**src/rtl/fit_pkg.sv**
```systemverilog
package fit_pkg;
  typedef enum logic {
    ENC_FM  = 1'b0,
    ENC_MFM = 1'b1
  } enc_e;

  localparam int CLS_W = 3;
  localparam logic [CLS_W-1:0] CLS_NONE = '0;
endpackage

```
**src/rtl/fit_edge_sync.sv**
```systemverilog
module fit_edge_sync #(
  parameter int STAGES = 2
) (
  input  logic clk,
  input  logic rst,
  input  logic din,
  output logic rise
);
  logic [STAGES-1:0] chain_q;
  logic              last_q;

  always_ff @(posedge clk) begin
    if (rst) begin
      chain_q <= '0;
      last_q  <= 1'b0;
    end else begin
      chain_q <= {chain_q[STAGES-2:0], din};
      last_q  <= chain_q[STAGES-1];
    end
  end

  assign rise = chain_q[STAGES-1] & ~last_q;
endmodule

```
**src/rtl/fit_interval_ctr.sv**
```systemverilog
module fit_interval_ctr #(
  parameter int CNT_W = 8
) (
  input  logic             clk,
  input  logic             rst,
  input  logic             start,
  output logic [CNT_W-1:0] count,
  output logic             primed
);
  localparam logic [CNT_W-1:0] CNT_MAX = '1;
  localparam logic [CNT_W-1:0] CNT_ONE = CNT_W'(1);

  always_ff @(posedge clk) begin
    if (rst) begin
      count  <= '0;
      primed <= 1'b0;
    end else if (start) begin
      count  <= CNT_ONE;
      primed <= 1'b1;
    end else if (count != CNT_MAX) begin
      count <= count + CNT_ONE;
    end
  end

  // a detected edge restarts the measurement at one tick
  p_restart_r2: assert property (@(posedge clk) disable iff (rst)
    start |=> (count == CNT_ONE));
endmodule

```
**src/rtl/fit_classifier.sv**
```systemverilog
module fit_classifier
  import fit_pkg::*;
#(
  parameter int MW   = 10,
  parameter int UNIT = 16
) (
  input  logic                    mode_mfm,
  input  logic signed [MW-1:0]    meas,
  output logic        [CLS_W-1:0] cls,
  output logic signed [MW-1:0]    err,
  output logic                    oor
);
  localparam logic signed [MW-1:0] MB_23  = MW'((5 * UNIT) / 2);
  localparam logic signed [MW-1:0] MB_34  = MW'((7 * UNIT) / 2);
  localparam logic signed [MW-1:0] MB_LIM = MW'((9 * UNIT) / 2);
  localparam logic signed [MW-1:0] FB_12  = MW'(3 * UNIT);
  localparam logic signed [MW-1:0] FB_LIM = MW'(5 * UNIT);
  localparam logic signed [MW-1:0] MI_2   = MW'(2 * UNIT);
  localparam logic signed [MW-1:0] MI_3   = MW'(3 * UNIT);
  localparam logic signed [MW-1:0] MI_4   = MW'(4 * UNIT);
  localparam logic signed [MW-1:0] FI_1   = MW'(2 * UNIT);
  localparam logic signed [MW-1:0] FI_2   = MW'(4 * UNIT);

  logic signed [MW-1:0] ideal;
  enc_e                 enc;

  assign enc = enc_e'(mode_mfm);

  always_comb begin
    cls   = CLS_NONE;
    ideal = '0;
    oor   = 1'b0;
    if (enc == ENC_MFM) begin
      if (meas < MB_23) begin
        cls = 3'd2; ideal = MI_2;
      end else if (meas < MB_34) begin
        cls = 3'd3; ideal = MI_3;
      end else if (meas < MB_LIM) begin
        cls = 3'd4; ideal = MI_4;
      end else begin
        oor = 1'b1;
      end
    end else begin
      if (meas < FB_12) begin
        cls = 3'd1; ideal = FI_1;
      end else if (meas < FB_LIM) begin
        cls = 3'd2; ideal = FI_2;
      end else begin
        oor = 1'b1;
      end
    end
    err = oor ? '0 : (meas - ideal);
  end
endmodule

```
**src/rtl/fit_err_scale.sv**
```systemverilog
module fit_err_scale #(
  parameter int MW     = 10,
  parameter int K_W    = 5,
  parameter int K_FRAC = 4
) (
  input  logic signed [MW-1:0]  err,
  input  logic        [K_W-1:0] k,
  output logic signed [MW-1:0]  scaled
);
  localparam int PW = MW + K_W + 1;

  logic signed [PW-1:0] prod;
  logic signed [PW-1:0] mag;
  logic signed [PW-1:0] shr;
  logic                 neg;

  always_comb begin
    prod   = PW'(err) * PW'($signed({1'b0, k}));
    neg    = prod[PW-1];
    mag    = neg ? -prod : prod;
    shr    = mag >>> K_FRAC;
    scaled = neg ? MW'(-shr) : MW'(shr);
  end
endmodule

```
**src/rtl/flux_tracker.sv**
```systemverilog
module flux_tracker
  import fit_pkg::*;
#(
  parameter int CNT_W       = 8,
  parameter int UNIT_TICKS  = 16,
  parameter int K_W         = 5,
  parameter int K_FRAC      = 4,
  parameter int SYNC_STAGES = 2
) (
  input  logic                    clk,
  input  logic                    rst,
  input  logic                    flux_in,
  input  logic                    mode_mfm,
  input  logic [K_W-1:0]          fb_k,
  output logic                    iv_valid,
  output logic [2:0]              iv_class,
  output logic signed [CNT_W+1:0] iv_err,
  output logic                    iv_oor
);
  localparam int MW = CNT_W + 2;

  logic                    edge_w;
  logic                    primed_w;
  logic [CNT_W-1:0]        raw_w;
  logic signed [MW-1:0]    carry_q;
  logic signed [MW-1:0]    meas_w;
  logic signed [MW-1:0]    err_w;
  logic signed [MW-1:0]    scaled_w;
  logic [CLS_W-1:0]        cls_w;
  logic                    oor_w;

  fit_edge_sync #(.STAGES(SYNC_STAGES)) u_sync (
    .clk  (clk),
    .rst  (rst),
    .din  (flux_in),
    .rise (edge_w)
  );

  fit_interval_ctr #(.CNT_W(CNT_W)) u_ctr (
    .clk    (clk),
    .rst    (rst),
    .start  (edge_w),
    .count  (raw_w),
    .primed (primed_w)
  );

  assign meas_w = $signed({2'b00, raw_w}) + carry_q;

  fit_classifier #(.MW(MW), .UNIT(UNIT_TICKS)) u_cls (
    .mode_mfm (mode_mfm),
    .meas     (meas_w),
    .cls      (cls_w),
    .err      (err_w),
    .oor      (oor_w)
  );

  fit_err_scale #(.MW(MW), .K_W(K_W), .K_FRAC(K_FRAC)) u_scale (
    .err    (err_w),
    .k      (fb_k),
    .scaled (scaled_w)
  );

  always_ff @(posedge clk) begin
    if (rst) begin
      iv_valid <= 1'b0;
      iv_class <= '0;
      iv_err   <= '0;
      iv_oor   <= 1'b0;
      carry_q  <= '0;
    end else begin
      iv_valid <= 1'b0;
      if (edge_w && primed_w) begin
        iv_valid <= 1'b1;
        iv_class <= cls_w;
        iv_err   <= err_w;
        iv_oor   <= oor_w;
        carry_q  <= oor_w ? '0 : scaled_w;
      end
    end
  end

  // the first edge after reset only arms the counter
  p_first_quiet_r1: assert property (@(posedge clk) disable iff (rst)
    (edge_w && !primed_w) |=> !iv_valid);

  // single-cycle strobe
  p_single_strobe_r9: assert property (@(posedge clk) disable iff (rst)
    iv_valid |=> !iv_valid);

  // results hold between strobes
  p_hold_result_r9: assert property (@(posedge clk) disable iff (rst)
    !iv_valid |-> ($stable(iv_class) && $stable(iv_err) && $stable(iv_oor)));

  // out-of-range clears the carry and zeroes the class
  p_oor_clear_r8: assert property (@(posedge clk) disable iff (rst)
    (iv_valid && iv_oor) |-> (carry_q == '0 && iv_class == '0 && iv_err == '0));

  // a legal result always carries a legal class
  p_class_legal_r3: assert property (@(posedge clk) disable iff (rst)
    (iv_valid && !iv_oor) |-> (iv_class >= 3'd1 && iv_class <= 3'd4));

  // the carry never points against the error it came from
  p_carry_sign_r6: assert property (@(posedge clk) disable iff (rst)
    (iv_valid && !iv_oor) |-> (carry_q == '0 || ((carry_q < 0) == (iv_err < 0))));
endmodule

```
**config.mk**
```make
export PLATFORM = sky130hd
export DESIGN_NAME = flux_tracker
export DESIGN_NICKNAME = d
export VERILOG_FILES = /design/src/rtl/fit_pkg.sv /design/src/rtl/fit_edge_sync.sv /design/src/rtl/fit_interval_ctr.sv /design/src/rtl/fit_classifier.sv /design/src/rtl/fit_err_scale.sv /design/src/rtl/flux_tracker.sv
export SDC_FILE = /design/constraint.sdc
export NUM_CORES = 1
export LEC_CHECK = 0
export ABC_AREA = 1
export BUFFER_PORTS_ARGS = -buffer_cell sky130_fd_sc_hd__buf_2
export CAP_MARGIN = 40
export CELL_PAD_IN_SITES_DETAIL_PLACEMENT = 0
export CELL_PAD_IN_SITES_GLOBAL_PLACEMENT = 1
export CORE_MARGIN = 1.5
export CORE_UTILIZATION = 35
export DETAILED_ROUTE_END_ITERATION = 10
export PLACE_DENSITY_LB_ADDON = 0.25
export SLEW_MARGIN = 20
export SYNTH_ARGS = -nofsm -noshare
export SYNTH_HDL_FRONTEND = slang
export SYNTH_HIERARCHICAL = 1
export SYNTH_SLANG_ARGS = --single-unit
```
**constraint.sdc**
```tcl
create_clock -name clk -period 6.5 [get_ports clk]
set_input_delay 0.975 -clock clk [delete_from_list [all_inputs] [get_ports clk]]
set_output_delay 0.975 -clock clk [all_outputs]
set_load 0.005 [all_outputs]
```
==> results of run 1 <==
## worst register-to-register path, delay by kind of cell, from the launching register on
kind	cells	cell delay, ns
fa+ha+maj	8	2.63
xor+xnor	1	0.14
simple gates	27	2.19
compound gates	1	0.16
flops	1	0.35
buf+inv	13	1.18
## area by class of cell
type                            instances  area share
Clock buffer                            5      0.0171
Timing Repair Buffer                  161       0.164
Sequential cell                        37       0.102
Tap cell                              180      0.0307
Clock inverter                          3     0.00632
Inverter                              161      0.0825
Multi-Input combinational cell        559       0.597
## metrics by stage
stage / utilization / worst slack [ns] / TNS (ns) / hold WS [ns] / std cells
floorplan: - / 0.00166 / 0 / 0.388 / 770
global placement: 0.428 / -0.323 / -2.13 / 0.399 / 1055
detailed placement: 0.428 / -0.408 / -3.05 / 0.394 / 1055
CTS: 0.487 / -0.0866 / -0.375 / 0.413 / 1088
global route: 0.532 / -0.566 / -4.76 / 0.455 / 1106
finish: 0.532 / -0.200 / -1.42 / 0.409 / 1106
## cells by family after synthesis
logic type | Yosys count | share of synthesized area
AO/OA/AOI/OAI | 55 | 0.0601
XOR/XNOR | 18 | 0.0322
buffers and inverters | 175 | 0.140
flip-flops | 37 | 0.151
AND/OR/NAND/NOR | 410 | 0.374
adder cells (fa/ha/maj) | 75 | 0.242
## registers in the layout, summed over array words and instances (netlist names)
signal and flops:
iv_class 3, iv_valid 1, carry_q 10, u_sync/last_q 1, iv_err 10, u_ctr/primed 1, iv_oor 1, u_sync/chain_q 2
u_ctr/count 8
## final timing paths
kind                           from  slack, ns                 to  cells past startpoint
setup / recovery     u_ctr/count[0]      -0.20         carry_q[9]                     50
hold / removal    u_sync/chain_q[0]       0.41  u_sync/chain_q[1]                      2
setup reg to reg     u_ctr/count[0]      -0.20         carry_q[9]                     50
hold reg to reg   u_sync/chain_q[0]       0.41  u_sync/chain_q[1]                      2
## per-layer routing
metal  vias to the layer above  routed length, um  track usage
met4                         0                271       0.0544
li1                       2644                  -            -
met1                      2379               6160        0.241
met2                        67               7110        0.339
met3                        20                288       0.0164
met5                         -                  0            0
## layout by cell type (no fill, tap or decap), types with 6 or more instances in the layout
cell type / instances
nand4_1: 10
dfxtp_2: 6
inv_1: 131
dfxtp_1: 31
nand2_1: 170
o21ai_0: 15
buf_2: 23
nor2_2: 15
buf_6: 14
nand2_4: 22
ha_4: 20
fa_1: 29
nand2_2: 53
nand3_2: 24
inv_2: 30
ha_1: 21
nor2_4: 19
buf_4: 124
xor2_1: 11
a21oi_1: 17
nor2_1: 56
nand3_1: 30
a21oi_2: 9
## what timing repair did
action                                  CTS  global route
pin swaps                                84           107
gates cloned                              0             1
setup buffers                            26            19
endpoints found under the setup margin    9            10
hold buffers                              0             0
resized for setup                       103           123
==> results.py, run 1 <==
metrics = {
    "setup_path": {
        "cp.arrival_ns": 6.92,
        "endpoint_kind": "register",
        "max_stage_delay_ns": 0.55,
        "critPathSlowestCell": "fa_1",
        "crit_buf_inv": 13,
        "critPathLaunchType": "register",
        "path_delay_family": "adder cells",
        "crit_type": "reg -> reg",
        "worst-path-max-fanout": 4,
        "crit_required_ns": 6.72,
        "crit_top_cell": "nand2_2",
    },
    "logic_synthesis": {
        "synth_flop_cell": "dfxtp_1",
        "ys_types": 37,
        "synth.largest_area_cell": "nand2_1",
        "synth_cells": 770,
        "synth_fp_nets": 854,
        "synth_common_cells": "nand2_1 (232), inv_1 (155), nor2_1 (66)",
        "post-synth-top-count-cell": "nand2_1",
        "ys_ff_latch": 37,
        "yosys_warnings": 6,
        "yosysSeqAreaShare": 0.151,
        "synth_top_area_frac": 0.178,
        "synth.area.top_cells": "nand2_1 (18%), dfxtp_1 (15%), fa_1 (14%)",
        "avgSynthCellArea_um2": 6.36,
        "async_flop_share": 0,
        "synthesis.area_mm2": 0.00489,
        "synth_edf_count": 0,
    },
    "clocking": {
        "cts_tree": "done",
        "h-tree-depth": 2,
        "clkSlewWorstSetupHoldPaths_ns": 0.06,
        "cts_max_path_buffers": 2,
        "insertion_delay_ns": 0.29,
        "cts_root_buf": "clkbuf_16",
        "cts.sinks": 37,
        "cts_made_buffers": 5,
    },
    "grt": {
        "grt_pass1_wl_um": 22600,
        "gr-total-overflow": 0,
        "antenna_found_initial": 0,
        "grt_pass1_vias": 5076,
        "globalRouteTotalUtil": 0.189,
        "grt_max_degree": 27,
    },
    "route": {
        "ant_nets": 0,
        "wl_per_cell_um": 12.5,
        "wl_um": 13800,
        "drt_drc_violations_left": 0,
        "drt-initial-drc-count": 266,
        "via_per_inst": 4.62,
        "firstDrtPassIters": 5,
        "vias": 5110,
    },
    "finish": {
        "nets": 1009,
        "insertedDiodeCount": 0,
        "multi_input_area_mm2": 0.00437,
        "area_growth_pct": 49.7,
        "fill_cells": 1345,
        "drive_gt1_frac": 0.422,
        "fin_area_mm2": 0.00732,
        "seq_area_um2": 748,
    },
    "floorplanning": {
        "die_y_um": 121,
        "core_area_mm2": 0.0138,
        "dieArea_mm2": 0.0147,
        "boundaryPins": 24,
        "die_w_um": 121,
        "start_util": 0.355,
        "rows": 43,
    },
    "timing": {
        "drv_slew": 0,
        "fin_crit_ns": 6.70,
        "skew_ns": 0.00333,
        "relSlewSlack": 0.660,
        "setup_slack_ns": -0.200,
        "finalHoldViolations": 0,
        "worst_slew_pin_slew_ns": 0.509,
        "post-route-period-util": 1.03,
        "rsz0062_at_grt": "yes",
        "setup_viol": 9,
        "fmax_ghz": 0.149,
    },
    "flow_run": {
        "maxCapViolations": 0,
    },
    "placed_design": {
        "portBuffers": 23,
        "place_congestion": 0.827,
        "placed_area_mm2": 0.00589,
        "dpl.hpwl_um": 10200,
    },
    "status": {
        "status": "complete, but fails checks",
        "violations": "setup timing",
    },
    "hold_path": {
        "hold_class": "reg -> reg",
    },
}
Power of run 1 is not shown: default switching activity piles up to over one toggle a cycle in this logic, so the estimate is an artifact.
==> run 2, diff against run 1 <==
CTS_CLUSTER_DIAMETER = 60   (was unset)
RECOVER_POWER = 25   (was unset)
TNS_END_PERCENT = 10   (was unset)
==> results.py, run 2 (synthesis results as in run 1) <==
metrics = {
    "finish": {
        "layout_commonest_cell": "nand2_1",
        "area_growth_pct": 37.4,
        "drive_gt1_frac": 0.325,
        "most-common-layout-cells": "nand2_1 (207), inv_1 (145), buf_4 (122)",
        "nets": 994,
        "reg_top3": "carry_q x10, iv_err x10, u_ctr/count x8",
        "fin_area_mm2": 0.00672,
        "insertedDiodeCount": 0,
        "fill_cells": 1444,
    },
    "clocking": {
        "insertion_delay_ns": 0.29,
        "cts_made_buffers": 5,
        "h-tree-depth": 2,
        "cts.sinks": 37,
        "cts_root_buf": "clkbuf_16",
        "cts_max_path_buffers": 2,
        "cts.hold.buffers_added": 0,
        "cts_tree": "done",
        "clkSlewWorstSetupHoldPaths_ns": 0.06,
    },
    "grt": {
        "antenna_found_initial": 0,
        "globalRouteTotalUtil": 0.187,
        "gr-total-overflow": 0,
        "grt_pass1_vias": 5006,
        "grt_max_degree": 27,
        "grt_pass1_wl_um": 22400,
    },
    "floorplanning": {
        "die_w_um": 121,
        "core_area_mm2": 0.0138,
        "die_y_um": 121,
        "dieArea_mm2": 0.0147,
        "boundaryPins": 24,
        "start_util": 0.355,
        "rows": 43,
    },
    "route": {
        "drt-initial-drc-count": 249,
        "via_per_inst": 4.50,
        "ant_nets": 0,
        "firstDrtPassIters": 5,
        "wl_um": 13000,
        "wl_per_cell_um": 11.9,
        "vias": 4907,
        "drt_drc_violations_left": 0,
    },
    "setup_path": {
        "crit_buf_inv": 9,
        "cp.arrival_ns": 6.89,
        "crit_start": "u_ctr/count[0]",
        "crit_required_ns": 6.73,
        "reg2reg_from": "u_ctr/count[0]",
        "crit_type": "reg -> reg",
        "worst-path-max-fanout": 4,
        "critPathSlowestCell": "fa_1",
        "crit_top_cell": "nand2_1",
        "endpoint_kind": "register",
        "path_delay_family": "adder cells",
        "critPathLaunchType": "register",
        "max_stage_delay_ns": 0.49,
    },
    "timing": {
        "setup_slack_ns": -0.163,
        "post-route-period-util": 1.03,
        "drv_slew": 0,
        "worst_slew_pin_slew_ns": 0.494,
        "finalHoldViolations": 0,
        "relSlewSlack": 0.670,
        "fmax_ghz": 0.150,
        "fin_crit_ns": 6.66,
        "setup_viol": 8,
        "skew_ns": 0.00417,
        "fin_tns_setup_ns": -1.09,
        "rsz0062_at_grt": "yes",
    },
    "status": {
        "violations": "setup timing",
        "status": "complete, but fails checks",
    },
    "placed_design": {
        "portBuffers": 23,
        "place_congestion": 0.827,
        "dp_slack_ns": -0.408,
        "dpl.hpwl_um": 10200,
        "placed_area_mm2": 0.00589,
    },
    "hold_path": {
        "min_from": "u_sync/chain_q[0]",
        "hold_class": "reg -> reg",
    },
    "flow_run": {
        "maxCapViolations": 0,
    },
}
-- run 2: cell count changes in the layout (fill, tap and decap cells not counted), moves of 3 or more --
| cell | before | now |
|---|---|---|
| nand2_1 | 170 | 207 |
| nand2_2 | 53 | 33 |
| nand2_4 | 22 | 5 |
| inv_1 | 131 | 145 |
| inv_2 | 30 | 16 |
| buf_6 | 14 | 2 |
| nand3_1 | 30 | 41 |
| nand3_2 | 24 | 15 |
| nor2_4 | 19 | 11 |
| nor2_1 | 56 | 62 |
| ha_4 | 20 | 15 |
| ha_1 | 21 | 25 |
| a21oi_1 | 17 | 20 |
-- run 2: stage by stage --
step | hold WS [ns] | utilization | instances
5_1_grt | 0.455 | 0.488 | 1091
3_3_place_gp | 0.399 | 0.428 | 1055
3_5_place_dp | 0.394 | 0.428 | 1055
4_1_cts | 0.413 | 0.479 | 1084
2_1_floorplan | 0.388 | - | 770
6_report | 0.410 | 0.488 | 1091
-- run 2: layout make-up --
| cell class | count | area, um^2 | share of cell area |
|---|---|---|---|
| multi-input cells | 558 | 3920 | 0.584 |
| repair buffers | 147 | 1050 | 0.157 |
| flip-flops and latches | 37 | 746 | 0.111 |
| inverters | 161 | 604 | 0.0899 |
| well taps | 180 | 225 | 0.0335 |
| clock buffers | 5 | 125 | 0.0186 |
| clock inverters | 3 | 46.3 | 0.00689 |
-- run 2: timing repair --
action | CTS | global route
gates resized for setup | 86 | 13
setup buffers | 21 | 7
pin swaps | 66 | 19
setup endpoints to repair | 9 | 10
hold endpoints to repair | 0 | 0
-- run 2: worst min-delay path: cells and delay by family (launching register included) --
family                 cells  cell delay, ns
buffers and inverters      1            0.04
AND/OR/NAND/NOR            1            0.03
flip-flops                 1            0.30
-- run 2: path summary, 6_finish.rpt --
check	slack, ns	cells after the start	end
worst max-delay path	-0.16	48	carry_q[7]
worst min-delay path	0.41	2	u_sync/chain_q[1]
worst max register to register	-0.16	48	carry_q[7]
worst min register to register	0.41	2	u_sync/chain_q[1]
-- run 2: metal layers --
| metal | share of wire | GRT usage | routed length [um] |
|---|---|---|---|
| met2 | 0.50 | 0.335 | 6500 |
| met3 | 0.024 | 0.0164 | 308 |
| met1 | 0.46 | 0.240 | 5990 |
| met4 | 0.015 | 0.0544 | 190 |
| met5 | 0 | 0 | 0 |
Power of run 2 is left out for the same reason.
